==> config.mk <==
export PLATFORM = sky130hd
export DESIGN_NAME = gpio_irq_detect
export DESIGN_NICKNAME = d
export VERILOG_FILES = /design/src/rtl/gpio_irq_pkg.sv /design/src/rtl/gpio_irq_history.sv /design/src/rtl/gpio_irq_pin_eval.sv /design/src/rtl/gpio_irq_status.sv /design/src/rtl/gpio_irq_detect.sv
export SDC_FILE = /design/constraint.sdc
export NUM_CORES = 1
export LEC_CHECK = 0
export ABC_AREA = 1
export CORE_ASPECT_RATIO = 1.4
export CORE_MARGIN = 4
export CORE_UTILIZATION = 39
export CTS_BUF_LIST = sky130_fd_sc_hd__clkbuf_2 sky130_fd_sc_hd__clkbuf_4 sky130_fd_sc_hd__clkbuf_8
export DETAILED_ROUTE_END_ITERATION = 16
export PLACE_DENSITY = 0.89
export SETUP_SLACK_MARGIN = 0.15
export SYNTH_ARGS = -nofsm -noshare
export SYNTH_HDL_FRONTEND = slang
export SYNTH_SLANG_ARGS = --single-unit
==> constraint.sdc <==
create_clock -name clk -period 1.1 [get_ports clk]
set_clock_uncertainty 0.1 [all_clocks]
set_input_delay 0.22 -clock clk [delete_from_list [all_inputs] [get_ports clk]]
set_output_delay 0.22 -clock clk [all_outputs]
set_load 0.02 [all_outputs]
==> src/rtl/gpio_irq_pkg.sv <==
// Package: shared encodings for the GPIO interrupt event detector.
// Assumes each pin owns one 2-bit code; the upper bit selects edge mode.
package gpio_irq_pkg;

    localparam int SENSE_W = 2;

    // Per-pin sensitivity code: {mode, polarity}
    typedef enum logic [SENSE_W-1:0] {
        SENSE_LVL_LO  = 2'b00,
        SENSE_LVL_HI  = 2'b01,
        SENSE_EDGE_UP = 2'b10,
        SENSE_EDGE_DN = 2'b11
    } sense_e;

endpackage

==> src/rtl/gpio_irq_history.sv <==
// Module: previous-level register for all pins.
// Loads every pin's level at every edge regardless of direction, so a
// pin turned from output to input starts with a current history.
module gpio_irq_history #(
    parameter int NPINS = 32
) (
    input  logic             clk,
    input  logic             rst_n,
    input  logic [NPINS-1:0] lvl_now,
    output logic [NPINS-1:0] lvl_prev
);

    // Capture the level of each pin for the next cycle's comparison
    always_ff @(posedge clk) begin
        if (!rst_n) lvl_prev <= '0;
        else        lvl_prev <= lvl_now;
    end

endmodule

==> src/rtl/gpio_irq_pin_eval.sv <==
// Module: event decision for one pin.
// Assumes levels are already synchronized. The override bit takes
// precedence over the code, and output pins never fire.
module gpio_irq_pin_eval
    import gpio_irq_pkg::*;
(
    input  logic   cur_lvl,
    input  logic   old_lvl,
    input  logic   is_output,
    input  logic   any_edge,
    input  sense_e code,
    output logic   hit
);

    logic changed;

    // Detect a level difference against the previous sample
    always_comb changed = cur_lvl ^ old_lvl;

    // Select the event condition from override and code
    always_comb begin
        hit = 1'b0;
        if (!is_output) begin
            if (any_edge) begin
                hit = changed;
            end else begin
                unique case (code)
                    SENSE_LVL_LO:  hit = ~cur_lvl;
                    SENSE_LVL_HI:  hit = cur_lvl;
                    SENSE_EDGE_UP: hit = changed & cur_lvl;
                    SENSE_EDGE_DN: hit = changed & ~cur_lvl;
                    default:       hit = 1'b0;
                endcase
            end
        end
    end

endmodule

==> src/rtl/gpio_irq_status.sv <==
// Module: sticky interrupt status with write-one-to-clear.
// Assumes pulses and clears arrive in the same cycle. A pulse wins.
module gpio_irq_status #(
    parameter int NPINS = 32
) (
    input  logic             clk,
    input  logic             rst_n,
    input  logic [NPINS-1:0] set_vec,
    input  logic [NPINS-1:0] clr_vec,
    output logic [NPINS-1:0] sts
);

    // Merge new events into the status after removing cleared bits
    always_ff @(posedge clk) begin
        if (!rst_n) sts <= '0;
        else        sts <= (sts & ~clr_vec) | set_vec;
    end

endmodule

==> src/rtl/gpio_irq_detect.sv <==
// Module: top of the GPIO interrupt event detector.
// Builds one evaluator per pin. Pin n reads bits 2n+1 (mode) and 2n
// (polarity) of the sensitivity field. Inputs are assumed synchronous.
module gpio_irq_detect
    import gpio_irq_pkg::*;
#(
    parameter int NPINS = 32,
    localparam int CFG_W = NPINS * SENSE_W
) (
    input  logic             clk,
    input  logic             rst_n,
    input  logic [NPINS-1:0] pin_lvl,
    input  logic [NPINS-1:0] pin_is_out,
    input  logic [CFG_W-1:0] sense_cfg,
    input  logic [NPINS-1:0] both_edge,
    input  logic [NPINS-1:0] sts_clr,
    output logic [NPINS-1:0] set_pulse,
    output logic [NPINS-1:0] irq_status
);

    logic [NPINS-1:0] prev_lvl;

    gpio_irq_history #(.NPINS(NPINS)) hist_i (
        .clk      (clk),
        .rst_n    (rst_n),
        .lvl_now  (pin_lvl),
        .lvl_prev (prev_lvl)
    );

    for (genvar g = 0; g < NPINS; g++) begin : g_pin
        gpio_irq_pin_eval eval_i (
            .cur_lvl   (pin_lvl[g]),
            .old_lvl   (prev_lvl[g]),
            .is_output (pin_is_out[g]),
            .any_edge  (both_edge[g]),
            .code      (sense_e'(sense_cfg[g*SENSE_W +: SENSE_W])),
            .hit       (set_pulse[g])
        );
    end

    gpio_irq_status #(.NPINS(NPINS)) sts_i (
        .clk     (clk),
        .rst_n   (rst_n),
        .set_vec (set_pulse),
        .clr_vec (sts_clr),
        .sts     (irq_status)
    );

endmodule

==> flow_results.org <==
** Status
- Result of the run :: finished with violations
- The final reports fail on setup timing.

** Floorplan
- The floorplan step defined a die boundary enclosing ~16000 um2.
- In this run the core area contains 50 standard-cell rows.
- Initial core utilization :: 40.19%
- After floorplanning, the core was sized to cover between 10000 and 15000 um2.
- 258 I/O pins were placed.
- Die boundary width :: roughly 110 um
- The die is between 100 and 150 um tall.

** Detailed routing
- Detail Route Antenna Nets :: 0
- After detailed routing, the number of vias per cell comes to 4.471.
- In the routed design, unresolved DRC markers number 0.
- For this block, the initial DRC count from the detailed router was 227.
- Summed over all layers, the routed wires come to 20490 um.
- Count of TritonRoute iterations in the first routing pass :: 4
- Summing over every cut layer, the via total after detailed routing is 6908.
- After detailed routing, the average wire length per cell comes to 13.26 um.

** Logic synthesis
- Warnings from Yosys :: 0
- Number of synthesized register bits :: 64
- Avg Cell Area, Syn :: 5.263 um2
- Synthesis instantiated 14 different standard cells from the library.
- Post-Synthesis Cells :: 1032
- The synthesized design spends more area on one cell type than any other, namely sky130_fd_sc_hd__nand2_1.
- Top post-synthesis cells by area :: sky130_fd_sc_hd__nand2_1 (28%), sky130_fd_sc_hd__dfxtp_1 (24%), sky130_fd_sc_hd__inv_1 (20%)
- Share of the synthesized area in the top cell type :: 27.92%
- In this run the cell area of the synthesized design comes to 5431 um2.
- Proportion of synthesized chip area in sequential cells :: roughly a quarter
- The number of nets handed over by synthesis was 1226.

** Global route
- The number of antenna violations at the first check in global routing came to 4.
- Largest net degree at the start of global routing :: 27
- The via count of the first global-routing pass was between 6000 and 7000.
- First-pass GRT wire length :: 27760 um
- Most crowded layer after global routing :: met2
- Fraction of met1 tracks used by global routing :: ~20%
- Global routing used 5.199% of the available met3 tracks.
- For this run, global-route usage on met2 was measured as 43.06%.
- Across every metal layer, demand over resource in global routing totals 21.54%.
- For this run the aggregate overflow at the end of global routing stands at 0.

** Timing
- Setup repair after global routing could not meet its margin everywhere.
- Timing would allow up to 0.6027 GHz.
- Final period demand of the worst path :: 1.659 ns
- Measured against its own limit, the worst slew margin works out to between 80% and 90%.
- The number of pins exceeding their max-slew limit in the final report was 0.
- # setup viols final :: 96
- Dividing the final minimum period by the clock period gives 150.8%.
- For the pin with the worst max-slew slack, the measured transition is 0.2462 ns.
- The number of endpoints with negative hold slack in the final report came to 0.
- In the post-route analysis, the smallest setup slack over all paths is -0.5591 ns.

** Power and ir drop
- The share of total power dissipated in combinational logic is 42.6%.
- Proportion of power drawn by the clock network :: 25.6%
- Switch Pwr :: roughly 0.0028 W
- Maximum resistive drop on vdd :: 0.6373 mV
- In this run the power density over the cells is 838.2 nW/um2.
- The internal portion of the total power is 0.005492 W.
- Summed over all cells, the static leakage comes to between 5 and 6 nW.
- Per report_power, the sequential group accounts for 31.8% of the total.
- Switching share of power :: 33.45%

** Clocking
- Clock latency on the worst-skew pair, taken at its later pin, is 0.33 ns.
- Clk sink count :: 64
- Clock buffer count from CTS :: 9
- No sink is reached through more buffers than the 2 on the longest clock path.
- CTS built an H-tree with a depth of 3.
- After clock tree synthesis, the clock-pin slew on the worst setup and hold paths is 0.08 ns.
- TritonCTS built the clock tree.
- Root buffer cell :: sky130_fd_sc_hd__clkbuf_8

** Finish
- The area growth from synthesis to layout is 81.27%.
- Post-route non-filler standard cell count :: about 1500
- Share of cells above drive strength 1 :: 42.31%
- Final #Nets :: around 1500
- Filler Cell Count :: between 900 and 1000

** Critical path
- Startpoint types :: input port
- WS Path Type :: input port to output pin
- Worst EP arrival :: 1.34 ns
- Setup crit end kind :: output pin
- Terminus of the critical flop-to-flop path :: sts_i.sts[30]
- Along the worst path, the maximum fanout reaches 2.
- Worst reg2reg path startpoint :: hist_i.lvl_prev[30]
- FF-to-FF path depth :: 12
- Required time of the critical path :: approximately 0.8 ns
- Setup slack on the worst reg-to-reg path comes out at -0.46 ns.

** Flow run
- Max-cap violations in this run came to 0.

** Hold path
- Cell count of the worst hold path :: 3
- The min-delay analysis places its worst path in the category input port to register.
- Min-delay src :: pin_lvl[29]
- The worst hold path terminates at hist_i.lvl_prev[29].

** Placed design
- Final weighted congestion of routability-driven global placement :: between 0.8 and 0.9
- Total placed cells including tap cells :: 1468
- Prior to clock tree synthesis, the placed netlist has a worst setup slack of -1.043 ns.
- Count of buffers from port buffering :: about 260
- After legalization and detailed placement, the total HPWL measured about 13000 um.
worst max-delay path, cell delays in order:
cell                              delay [ns]
sky130_fd_sc_hd__clkdlybuf4s50_1        0.51
sky130_fd_sc_hd__nand2_1                0.06
sky130_fd_sc_hd__nand2_1                0.09
sky130_fd_sc_hd__inv_1                  0.05
sky130_fd_sc_hd__nand2_1                0.07
sky130_fd_sc_hd__nand3_2                0.08
sky130_fd_sc_hd__nand2_2                0.10
sky130_fd_sc_hd__inv_2                  0.04
sky130_fd_sc_hd__buf_6                  0.12
final cells by class:
class	count	area (um2)	share of cell area, %
timing repair buffer	351	3602	36.59
multi-input combinational	608	3181	32.30
sequential	64	1421	14.44
inverter	321	1209	12.28
tap	182	227.7	2.313
clock buffer	12	152.6	1.550
clock inverter	3	42.54	0.4321
antenna	4	10.01	0.1017
state kept, by name (all words and copies together), names as in the netlist:
| register | count |
|---|---|
| hist_i.lvl_prev | 32 |
| sts_i.sts | 32 |
cells in the mapped netlist:
library cell,instances
sky130_fd_sc_hd__nand3_1,29
sky130_fd_sc_hd__a21oi_2,32
sky130_fd_sc_hd__inv_1,286
sky130_fd_sc_hd__nand2_2,12
sky130_fd_sc_hd__buf_6,3
sky130_fd_sc_hd__inv_2,32
sky130_fd_sc_hd__nor2_1,96
sky130_fd_sc_hd__nand3_2,3
sky130_fd_sc_hd__clkinv_2,3
sky130_fd_sc_hd__buf_4,32
sky130_fd_sc_hd__o21bai_1,32
sky130_fd_sc_hd__dfxtp_1,64
sky130_fd_sc_hd__buf_2,4
sky130_fd_sc_hd__nand2_1,404
layer usage:
metal / routed length (um) / vias to the layer above / share of wire (%)
li1: - / 3504 / -
met1: 6810 / 3085 / 33
met2: 11410 / 245 / 56
met3: 1229 / 74 / 6.0
met4: 1045 / 0 / 5.1
met5: 0 / - / 0
worst max-delay path by stage:
stage	to	from	slack, ns
CTS	set_pulse[12]	hist_i.lvl_prev[12]	-0.53
detailed placement	set_pulse[12]	pin_lvl[12]	-1.04
global route	set_pulse[9]	hist_i.lvl_prev[9]	-0.65
finish	set_pulse[9]	sense_cfg[19]	-0.56
global placement	set_pulse[2]	pin_lvl[2]	-1.02
floorplan	set_pulse[23]	hist_i.lvl_prev[23]	-0.06
cells in the final DEF (no fill, tap or decap), drive strengths merged:
master,count
a21oi,32
buf,159
bufinv,1
clkbuf,12
clkdlybuf4s50,129
clkinv,4
clkinvlp,1
dfxtp,64
diode,4
dlygate4sd2,50
dlymetal6s2s,13
inv,318
nand2,416
nand3,32
nor2,96
o21bai,32
power groups by stage:
| stage | clock (W) | sequential, W | combinational, W |
|---|---|---|---|
| after floorplan | 0 | 0.00272 | 0.00139 |
| after global placement | 0 | 0.00263 | 0.00267 |
| after detailed placement | 0 | 0.00264 | 0.00273 |
| after CTS | 0.00219 | 0.00262 | 0.00305 |
| after global routing | 0.00230 | 0.00264 | 0.00381 |
| final | 0.00212 | 0.00262 | 0.00351 |
through the flow:
stage	hold slack, ns	util (%)	TNS [ns]	cell area (um2)	power, W
global route	0.1367	72.86	-29.88	9846	0.008741
CTS	0.1207	67.07	-22.23	9064	0.007868
detailed placement	0.3637	61.09	-51.18	8255	0.005369
global placement	0.3627	61.09	-49.38	8255	0.005301
floorplan	0.2134	-	-1.519	5592	0.004115
finish	0.1486	72.86	-23.52	9846	0.008253
cells by family (layout without fill, tap and decap cells):
group                  after synthesis  after routing  synth area share [%]
flip-flops                          64             64                 23.59
AND/OR/NAND/NOR                    544            544                 39.16
other                                0              4                     0
buffers and inverters              360            687                 27.67
AO/OA/AOI/OAI                       64             64                 9.583
repair_timing:
item / CTS / global route
cloned: 0 / 0
buffers inserted: 42 / 16
hold buffers: 0 / 0
gates resized for setup: 554 / 281
endpoints found under the hold margin: 0 / 0
endpoints found under the setup margin: 96 / 96
pin swaps: 76 / 135
(Power assumes the default switching activity.)
